--- src/rtl/ctl_serial_pkg.sv ---
package ctl_serial_pkg;
  localparam int WORD_W = 8;
  localparam int ATT_W  = WORD_W - 1;
  localparam int ADDR_W = 3;
  localparam int PAY_W  = WORD_W - ADDR_W;

  typedef struct packed {
    logic shift;
    logic dataBit;
    logic latch;
  } ctlStrobe_t;

  typedef enum logic [ADDR_W-1:0] {
    ADDR_MODE1 = 3'b100,
    ADDR_MODE2 = 3'b101,
    ADDR_MODE3 = 3'b110,
    ADDR_SPARE = 3'b111
  } modeAddr_t;

  typedef struct packed {
    logic       syncMode;
    logic       muteOff;
    logic       dithOn;
    logic       highSpeed;
    logic       outLen;
    logic [1:0] deemRate;
    logic [1:0] inLen;
    logic       deemOn;
    logic [1:0] modeSel;
  } modeFlags_t;

  localparam modeFlags_t FLAGS_DEFAULT = '{
    syncMode: 1'b1, muteOff: 1'b1, dithOn: 1'b1, highSpeed: 1'b1,
    outLen: 1'b0, deemRate: 2'b11, inLen: 2'b01, deemOn: 1'b0,
    modeSel: 2'b11
  };
endpackage

--- src/rtl/ctl_serial_ctrl.sv ---
module ctl_serial_ctrl
  import ctl_serial_pkg::*;
#(
  parameter int SYNC_STAGES = 2
) (
  input  logic       clk,
  input  logic       rstN,
  input  logic       serClk,
  input  logic       serData,
  input  logic       serLatch,
  output ctlStrobe_t strobe
);
  localparam int NLINE = 3;
  localparam int CLK_I = 2;
  localparam int DAT_I = 1;
  localparam int LAT_I = 0;

  logic [NLINE-1:0] rawLines;
  logic [SYNC_STAGES-1:0][NLINE-1:0] syncStage;
  logic [NLINE-1:0] syncd;
  logic clkPrev;
  logic latchPrev;

  assign rawLines = {serClk, serData, serLatch};
  assign syncd    = syncStage[SYNC_STAGES-1];

  always_ff @(posedge clk or negedge rstN) begin
    if (!rstN) begin
      syncStage <= '0;
      clkPrev   <= 1'b0;
      latchPrev <= 1'b0;
    end else begin
      syncStage[0] <= rawLines;
      for (int i = 1; i < SYNC_STAGES; i++) syncStage[i] <= syncStage[i-1];
      clkPrev   <= syncd[CLK_I];
      latchPrev <= syncd[LAT_I];
    end
  end

  always_comb begin
    strobe.shift   = syncd[CLK_I] & ~clkPrev;
    strobe.dataBit = syncd[DAT_I];
    strobe.latch   = syncd[LAT_I] & ~latchPrev;
  end
endmodule

--- src/rtl/ctl_serial_dp.sv ---
module ctl_serial_dp
  import ctl_serial_pkg::*;
(
  input  logic              clk,
  input  logic              rstN,
  input  ctlStrobe_t        strobe,
  input  logic              writeBlock,
  output logic [WORD_W-1:0] shiftWord,
  output logic [ATT_W-1:0]  attReg,
  output modeFlags_t        flagReg
);
  logic [ADDR_W-1:0] addrBits;
  logic [PAY_W-1:0]  payload;
  logic wrEn;
  logic wrAtt;
  logic wrMode1;
  logic wrMode2;
  logic wrMode3;

  always_ff @(posedge clk or negedge rstN) begin
    if (!rstN) shiftWord <= '0;
    else if (strobe.shift) shiftWord <= {shiftWord[WORD_W-2:0], strobe.dataBit};
  end

  always_comb begin
    addrBits = shiftWord[WORD_W-1 -: ADDR_W];
    payload  = shiftWord[PAY_W-1:0];
    wrEn     = strobe.latch & ~writeBlock;
    wrAtt    = wrEn & ~shiftWord[WORD_W-1];
    wrMode1  = wrEn & (addrBits == ADDR_MODE1);
    wrMode2  = wrEn & (addrBits == ADDR_MODE2);
    wrMode3  = wrEn & (addrBits == ADDR_MODE3);
  end

  always_ff @(posedge clk or negedge rstN) begin
    if (!rstN) begin
      attReg  <= '0;
      flagReg <= FLAGS_DEFAULT;
    end else begin
      if (wrAtt) attReg <= shiftWord[ATT_W-1:0];
      if (wrMode1) begin
        flagReg.syncMode  <= payload[4];
        flagReg.muteOff   <= payload[3];
        flagReg.dithOn    <= payload[2];
        flagReg.highSpeed <= payload[1];
        flagReg.outLen    <= payload[0];
      end
      if (wrMode2) begin
        flagReg.deemRate <= payload[4:3];
        flagReg.inLen    <= payload[2:1];
        flagReg.deemOn   <= payload[0];
      end
      if (wrMode3) flagReg.modeSel <= payload[4:3];
    end
  end
endmodule

--- src/rtl/ctl_serial_regs.sv ---
module ctl_serial_regs
  import ctl_serial_pkg::*;
#(
  parameter int SYNC_STAGES = 2
) (
  input  logic       clk,
  input  logic       rstN,
  input  logic       serClk,
  input  logic       serData,
  input  logic       serLatch,
  input  logic       pinCtl,
  input  logic       pinSync,
  input  logic       pinDith,
  input  logic       pinDeem,
  input  logic       pinHs,
  input  logic       pinOutLen,
  input  logic [1:0] pinModeSel,
  output logic [6:0] attenOut,
  output logic       syncMode,
  output logic       muteOff,
  output logic       dithOn,
  output logic       deemOn,
  output logic [1:0] deemRate,
  output logic [1:0] inLen,
  output logic       outLen,
  output logic       highSpeed,
  output logic [1:0] modeSel
);
  ctlStrobe_t        strobeBus;
  logic [WORD_W-1:0] shiftWord;
  logic [ATT_W-1:0]  attReg;
  modeFlags_t        flagReg;

  ctl_serial_ctrl #(.SYNC_STAGES(SYNC_STAGES)) u_ctrl (
    .clk(clk), .rstN(rstN), .serClk(serClk), .serData(serData),
    .serLatch(serLatch), .strobe(strobeBus)
  );

  ctl_serial_dp u_dp (
    .clk(clk), .rstN(rstN), .strobe(strobeBus), .writeBlock(pinCtl),
    .shiftWord(shiftWord), .attReg(attReg), .flagReg(flagReg)
  );

  always_comb begin
    attenOut  = attReg;
    muteOff   = flagReg.muteOff;
    deemRate  = flagReg.deemRate;
    inLen     = flagReg.inLen;
    syncMode  = pinCtl ? pinSync    : flagReg.syncMode;
    dithOn    = pinCtl ? pinDith    : flagReg.dithOn;
    deemOn    = pinCtl ? pinDeem    : flagReg.deemOn;
    outLen    = pinCtl ? pinOutLen  : flagReg.outLen;
    highSpeed = pinCtl ? pinHs      : flagReg.highSpeed;
    modeSel   = pinCtl ? pinModeSel : flagReg.modeSel;
  end
endmodule

--- config.mk ---
export PLATFORM = sky130hd
export DESIGN_NAME = ctl_serial_regs
export DESIGN_NICKNAME = d
export VERILOG_FILES = /design/src/rtl/ctl_serial_pkg.sv /design/src/rtl/ctl_serial_ctrl.sv /design/src/rtl/ctl_serial_dp.sv /design/src/rtl/ctl_serial_regs.sv
export SDC_FILE = /design/constraint.sdc
export NUM_CORES = 1
export LEC_CHECK = 0
export BUFFER_PORTS_ARGS = -buffer_cell sky130_fd_sc_hd__buf_2
export CORE_MARGIN = 1.5
export CORE_UTILIZATION = 55
export CTS_BUF_LIST = sky130_fd_sc_hd__clkbuf_8
export DETAILED_ROUTE_END_ITERATION = 8
export GPL_ROUTABILITY_DRIVEN = 1
export MAX_ROUTING_LAYER = met4
export PLACE_DENSITY_LB_ADDON = 0.15
export SYNTH_ARGS = -nofsm -noshare
export SYNTH_HDL_FRONTEND = slang
export SYNTH_HIERARCHICAL = 1
export SYNTH_SLANG_ARGS = --single-unit
--- constraint.sdc ---
create_clock -name clk -period 1.8 [get_ports clk]
set_clock_uncertainty 0.15 [all_clocks]
set_input_delay 0.36 -clock clk [delete_from_list [all_inputs] [get_ports clk]]
set_output_delay 0.36 -clock clk [all_outputs]
set_load 0.05 [all_outputs]
Word level (Yosys, flattened, before mapping)
Index checks and enable logic that the tools add are counted. W data, S select, Z words.

Word-level logic and storage cells: 35. Bits in registers: 35. Input bits: 13. Output and inout port bits: 19.

Muxes and demuxes: 6. Bitwise gates (word level): 11. Eq/ne operators: 3.

Operators by type and width (count): $eq A3 B3 Y1 const B (3); $and A1 B1 Y1 (7); $mux W1 (5); $not A1 Y1 (4); $mux W2 (1).

Depth between registers and ports, before layout
Gate-level depths: netlist (run 1).

Depth after elaboration: 4. Depth in mapped cells: 5. Depth with buffers taken out: 4.

By module
Netlist (run 1), hierarchy kept.

Modules (own cells, without submodules): ctl_serial_dp (cells each 61, sequential area each 686.9 sq um, area each 1066.0 sq um, instances 1); ctl_serial_ctrl (cells each 11, sequential area each 200.2 sq um, area each 235.2 sq um, instances 1); ctl_serial_regs (cells each 8, sequential area each 0.0 sq um, area each 116.4 sq um, instances 1).

Worst setup path after synthesis (run 1)
Ideal clock, no wire load.

Path type: reg2reg. Start point: register u_ctrl.latchPrev. End point: register, netlist name u_dp/flagReg[2]. Period minus slack after synthesis: 1.660 ns. Buffers on the path: 1. Library setup time: 0.125 ns. Slack: 0.140 ns. Cell stages (with the launch flop): 6. Arrival: 1.385 ns. Data required time: 1.525 ns. Cells stage by stage: dfrtp_1 nor2b_4 nand3b_1 or3b_1 buf_6 mux2_4.

RTL lines: from (decl) (line ctl_serial_ctrl.sv:22) `logic latchPrev;`; from (signal assigned) (line ctl_serial_ctrl.sv:36) `latchPrev <= syncd[LAT_I];`.

==> results.json, run 1 <==
{
  "drt_iter0_drc": 9,
  "cts_buffer_depth": 2,
  "regArea_um2": 887,
  "yosysTopAreaCell": "dfrtp_1",
  "yosysTopAreaCellShare_pct": 45.9,
  "syn_nets": 93,
  "insertion_delay_ns": 0.29,
  "fmax_mhz": 574,
  "placedCellCount": 142,
  "area_growth_pct": 21.4,
  "io_pins": 32,
  "finalNetCount": 133,
  "cts_inserted_buffers": 5,
  "r2r_slack_ns": 0.06,
  "dp_hpwl_um": 1600,
  "post-route-period-util_pct": 96.7,
  "synthMuxAreaShare_pct": 30.2,
  "wire_per_inst_um": 15.0,
  "synthDistinctLibCells": 13,
  "drtPass1Iterations": 4,
  "antenna_found_initial": 0,
  "grt_overflow": 0,
  "pre_cts_ws_ns": 0.0307,
  "rows": 18,
  "synthSimpleGateAreaFrac_pct": 4.85,
  "cp.required_ns": 1.83,
  "postLayoutCellArea_um2": 1720,
  "min_delay_path_depth": 1,
  "p_leak_nw": 0.835,
  "crit_fanout": 5,
  "min_period_ns": 1.74,
  "crit_path_start_kind": "flop",
  "grt_max_degree": 36,
  "worstRegToRegCells": 6,
  "worstMarginPinSlew_ns": 0.408,
  "syn-instance-count": 80,
  "grt_pass1_wl_um": 3410,
  "yosys_warnings": 6,
  "maxCapViolations": 0,
  "setup_viol": 0,
  "antenna_left": 0,
  "slew_violations": 0,
  "die_area_um2": 2890,
  "synth-xor-area-share_pct": 0,
  "slew_headroom_pct": 72.8,
  "setup_slack_ns": 0.0588,
  "drive_above_1_share_pct": 76.0,
  "chipWidth_um": 53.8,
  "core_um2": 2450,
  "fp.dieH_um": 53.8,
  "critPathKind": "reg2reg",
  "synth_seq_cells": 35,
  "status": "complete, no violations",
  "irDropWorstVdd_v": 0.00141,
  "root_buffer": "clkbuf_8",
  "instances_no_fill": 151,
  "post_cts_buffers": 0,
  "multiInputGateArea_um2": 504,
  "gp_congestion": 0.732,
  "drc": 0,
  "cp-end-kind": "flop",
  "holdCritPathClass": "in2reg",
  "final_util_pct": 70.1,
  "track_usage_pct": 18.7,
  "rsz0062_at_grt": "false",
  "first_global_vias": 730,
  "synthTopCellsByArea": "dfrtp_1 46%, mux2_2 17%, dfstp_2 17%",
  "num_vias": 805,
  "finalHoldViolations": 0,
  "yosysSeqAreaShare_pct": 62.6,
  "viasPerCell": 5.33,
  "synth_top_family_by_area": "multiplexers",
  "antenna_cells": 0,
  "port_buffers": 31,
  "synthAdderAreaFrac_pct": 0,
  "power.density_nw_per_um2": 1770,
  "n_fill_cell": 167,
  "htree_levels": 2,
  "avgSynthCellArea_um2": 17.7,
  "cts_tree": "yes",
  "synth_area_um2": 1420,
  "tns_ns": 0,
  "cts.clk_slew.worst_paths_ns": 0.07,
  "dpl_cell_area_um2": 1610,
  "arrival_ns": 1.77,
  "cts.sink_count": 35,
  "totalWireLength_um": 2260,
  "synth_compound_gate_area_share_pct": 0,
  "start_util_pct": 57.7
}
==> where the power goes <==
group	switching [W]	internal [W]	total, W	leakage (nW)
sequential	0.000201	0.00111	0.00131	0.408
clock	0.000278	0.000268	0.000546	0.0402
combinational	0.000768	0.000427	0.00119	0.387
total	0.00125	0.00180	0.00305	0.835
==> per-stage QoR <==
step           power (W)  hold slack [ns]
3_5_place_dp     0.00252            0.186
4_1_cts          0.00308           0.0182
2_1_floorplan    0.00223          -0.0856
3_3_place_gp     0.00248            0.182
5_1_grt          0.00321           0.0113
6_report         0.00305           0.0275
==> worst max-delay path, stage by stage (launching register included) <==
cell      delay, ns
dfrtp_1        0.40
nor2b_4        0.12
nand3b_1       0.12
buf_4          0.16
nor3_1         0.17
buf_4          0.19
mux2_2         0.33
==> layout make-up <==
class / count / area share, %
clock buffer: 5 / 4.00
multi-input combinational: 41 / 29.3
clock inverter: 3 / 1.16
timing repair buffer: 37 / 11.8
sequential: 35 / 51.6
tap: 30 / 2.18
==> routing by layer <==
layer	up-vias	global-route usage [%]	wire, µm
met3	4	6.67	147
met4	0	11.5	36
met5	-	-	0
li1	361	-	-
met2	29	26.2	1100
met1	411	23.1	975
==> synth_stat cells <==
cell type / n
clkbuf_1: 1
buf_6: 2
nand3b_1: 1
buf_4: 1
nor3b_1: 1
dfstp_2: 9
nor2b_4: 2
nor3b_2: 1
nor3_1: 1
mux2_4: 12
dfrtp_1: 26
or3b_1: 1
mux2_2: 22
==> registers in the layout (all words and copies together) (netlist names) <==
signal	count
u_ctrl/clkPrev	1
u_ctrl/latchPrev	1
u_ctrl/syncStage	3
u_ctrl/syncd	3
u_dp/attReg	7
u_dp/flagReg	12
u_dp/shiftWord	8
==> logic make-up after synthesis <==
logic type | Yosys count
buf+inv | 4
flops | 35
mux | 34
simple gates | 7
==> cell usage in the layout (no fill, tap or decap) <==
cell / n
dfrtp_1: 26
clkinvlp_4: 2
nor3_1: 1
nor2b_4: 2
dfstp_2: 9
dlygate4sd3_1: 1
nor3b_2: 2
clkbuf_8: 5
clkinv_2: 1
mux2_2: 22
buf_4: 5
buf_2: 31
mux2_4: 12
or3b_4: 1
nand3b_1: 1
==> worst paths after layout <==
path / startpoint / to
min in group asynchronous: rstN / u_ctrl/latchPrev
hold reg to reg: u_ctrl/syncStage[2] / u_ctrl/syncd[2]
hold / removal: serClk / u_ctrl/syncStage[2]
setup reg to reg: u_ctrl/latchPrev / u_dp/flagReg[7]
max in group asynchronous: rstN / u_dp/flagReg[9]
setup / recovery: u_ctrl/latchPrev / u_dp/flagReg[7]
==> what timing repair did <==
item | 4_1_cts | 5_1_grt
hold buffers | 1 | 0
endpoints found under the setup margin | 0 | 4
endpoints found under the hold margin | 26 | 0
resized for setup | 0 | 2
No activity file was read; power rests on OpenSTA's default activity.
==> inputs of run 2 (changes only) <==
--- a/config.mk
+++ b/config.mk
@@ -13,6 +13,7 @@
 export GPL_ROUTABILITY_DRIVEN = 1
 export MAX_ROUTING_LAYER = met4
 export PLACE_DENSITY_LB_ADDON = 0.15
+export SETUP_SLACK_MARGIN = 0.1
 export SYNTH_ARGS = -nofsm -noshare
 export SYNTH_HDL_FRONTEND = slang
 export SYNTH_HIERARCHICAL = 1
==> results.json, run 2 (synthesis gave the netlist of run 1 again) <==
{
  "setup_viol": 0,
  "cts_buffer_depth": 2,
  "root_buffer": "clkbuf_8",
  "totalWireLength_um": 2280,
  "fmax_mhz": 597,
  "grt_pass1_wl_um": 3470,
  "finalHoldViolations": 0,
  "min_delay_path_depth": 1,
  "crit_path_start_kind": "flop",
  "grt_overflow": 0,
  "layout_common_cells": "26 x dfrtp_1, 25 x buf_2, 22 x mux2_2, 12 x mux2_4, 11 x buf_4",
  "seq_power_share_pct": 42.6,
  "whs_endpoint": "u_ctrl/syncStage[2]",
  "tns_ns": 0,
  "reg2reg_to": "u_dp/flagReg[7]",
  "status": "complete, no violations",
  "arrival_ns": 1.70,
  "worstRegToRegCells": 6,
  "post_cts_buffers": 0,
  "slew_headroom_pct": 72.8,
  "htree_levels": 2,
  "cts_tree": "yes",
  "first_global_vias": 749,
  "combPwrFrac_pct": 39.6,
  "viasPerCell": 5.34,
  "power.density_nw_per_um2": 1770,
  "track_usage_pct": 19.0,
  "rows": 18,
  "n_fill_cell": 170,
  "die_area_um2": 2890,
  "cellInternalPower_w": 0.00182,
  "insertion_delay_ns": 0.29,
  "io_pins": 32,
  "rr_startpoint": "u_ctrl/latchPrev",
  "switchingPower_w": 0.00125,
  "grt_max_degree": 36,
  "worstMarginPinSlew_ns": 0.408,
  "holdCritPathClass": "in2reg",
  "drtPass1Iterations": 3,
  "drc": 0,
  "dp_hpwl_um": 1600,
  "port_buffers": 31,
  "antenna_cells": 0,
  "maxCapViolations": 0,
  "rsz0062_at_grt": "true",
  "drt_iter0_drc": 7,
  "fp.dieH_um": 53.8,
  "regArea_um2": 887,
  "antenna_found_initial": 0,
  "irDropWorstVdd_v": 0.00143,
  "cts_inserted_buffers": 5,
  "cp.required_ns": 1.83,
  "top_regs": "u_dp/flagReg x12, u_dp/shiftWord x8, u_dp/attReg x7",
  "chipWidth_um": 53.8,
  "area_growth_pct": 22.8,
  "top_register": "u_dp/flagReg",
  "p_leak_nw": 0.839,
  "r2r_slack_ns": 0.12,
  "cts.clk_slew.worst_paths_ns": 0.07,
  "largest_reg_flops": 12,
  "cts.sink_count": 35,
  "finalNetCount": 133,
  "crit_fanout": 5,
  "start_util_pct": 57.7,
  "slew_violations": 0,
  "core_um2": 2450,
  "min_period_ns": 1.68,
  "p_sw_share_pct": 40.7,
  "gp_congestion": 0.732,
  "hold_ws_ns": 0.0278,
  "final_common_cell": "dfrtp_1",
  "wire_per_inst_um": 15.1,
  "num_vias": 807,
  "drive_above_1_share_pct": 76.9,
  "critPathKind": "reg2reg",
  "multiInputGateArea_um2": 509,
  "min_from": "serClk",
  "post-route-period-util_pct": 93.1,
  "antenna_left": 0,
  "power_frac_clock_pct": 17.8,
  "cp-end-kind": "flop"
}
run 2: metal layers:
metal | global-route usage [%] | part of all wire (%) | vias to the layer above
met4 | 11.5 | 1.6 | 0
met3 | 6.67 | 6.3 | 4
met2 | 26.8 | 49 | 29
met5 | - | 0 | -
met1 | 23.5 | 43 | 413
li1 | - | - | 361
run 2: metrics by stage:
step           utilization [%]  total power (W)  worst slack [ns]  cells  instance area [µm²]
6_report                  70.9          0.00307             0.124    151                 1740
3_3_place_gp              65.7          0.00248            0.0484    142                 1610
5_1_grt                   70.9          0.00323            0.0627    151                 1740
4_1_cts                   70.4          0.00310            0.0904    151                 1730
2_1_floorplan                -          0.00223             0.140     80                 1420
3_5_place_dp              65.7          0.00252            0.0307    142                 1610
run 2: what timing repair did:
action                     4_1_cts  5_1_grt
hold buffers                     1        0
pin swaps                        0        1
cloned                           0        0
gates resized for setup          6        4
hold endpoints to repair        26        0
setup endpoints to repair       12       10
run 2: power by group through the flow:
stage / sequential, W / combinational (W) / clock [W]
after global routing: 0.00136 / 0.00128 / 0.000603
after detailed placement: 0.00132 / 0.00120 / 0
after CTS: 0.00131 / 0.00122 / 0.000563
after global placement: 0.00131 / 0.00117 / 0
final: 0.00131 / 0.00122 / 0.000546
after floorplan: 0.00172 / 0.000512 / 0
run 2: how the worst max path moves through the flow:
| stage | from | endpoint | slack, ns | cells past startpoint |
|---|---|---|---|---|
| 4_1_cts | u_ctrl/latchPrev | u_dp/flagReg[1] | 0.09 | 5 |
| 3_5_place_dp | pinCtl | u_dp/flagReg[2] | 0.03 | 4 |
| 5_1_grt | u_ctrl/syncd[0] | u_dp/flagReg[7] | 0.06 | 6 |
| 2_1_floorplan | u_ctrl/latchPrev | u_dp/flagReg[2] | 0.14 | 5 |
| 3_3_place_gp | pinCtl | u_dp/flagReg[2] | 0.05 | 4 |
| 6_report | u_ctrl/latchPrev | u_dp/flagReg[7] | 0.12 | 6 |
run 2: area by class of cell:
type | count | area share (%)
Clock inverter | 3 | 1.15
Sequential cell | 35 | 51.0
Clock buffer | 5 | 3.95
Timing Repair Buffer | 37 | 12.5
Multi-Input combinational cell | 41 | 29.3
Tap cell | 30 | 2.16
run 2: worst max-delay path: stages, from the launching register on:
cell,delay (ns)
dfrtp_1,0.40
nor2b_4,0.12
nand3b_1,0.11
buf_4,0.16
nor3_2,0.13
buf_4,0.18
mux2_2,0.33
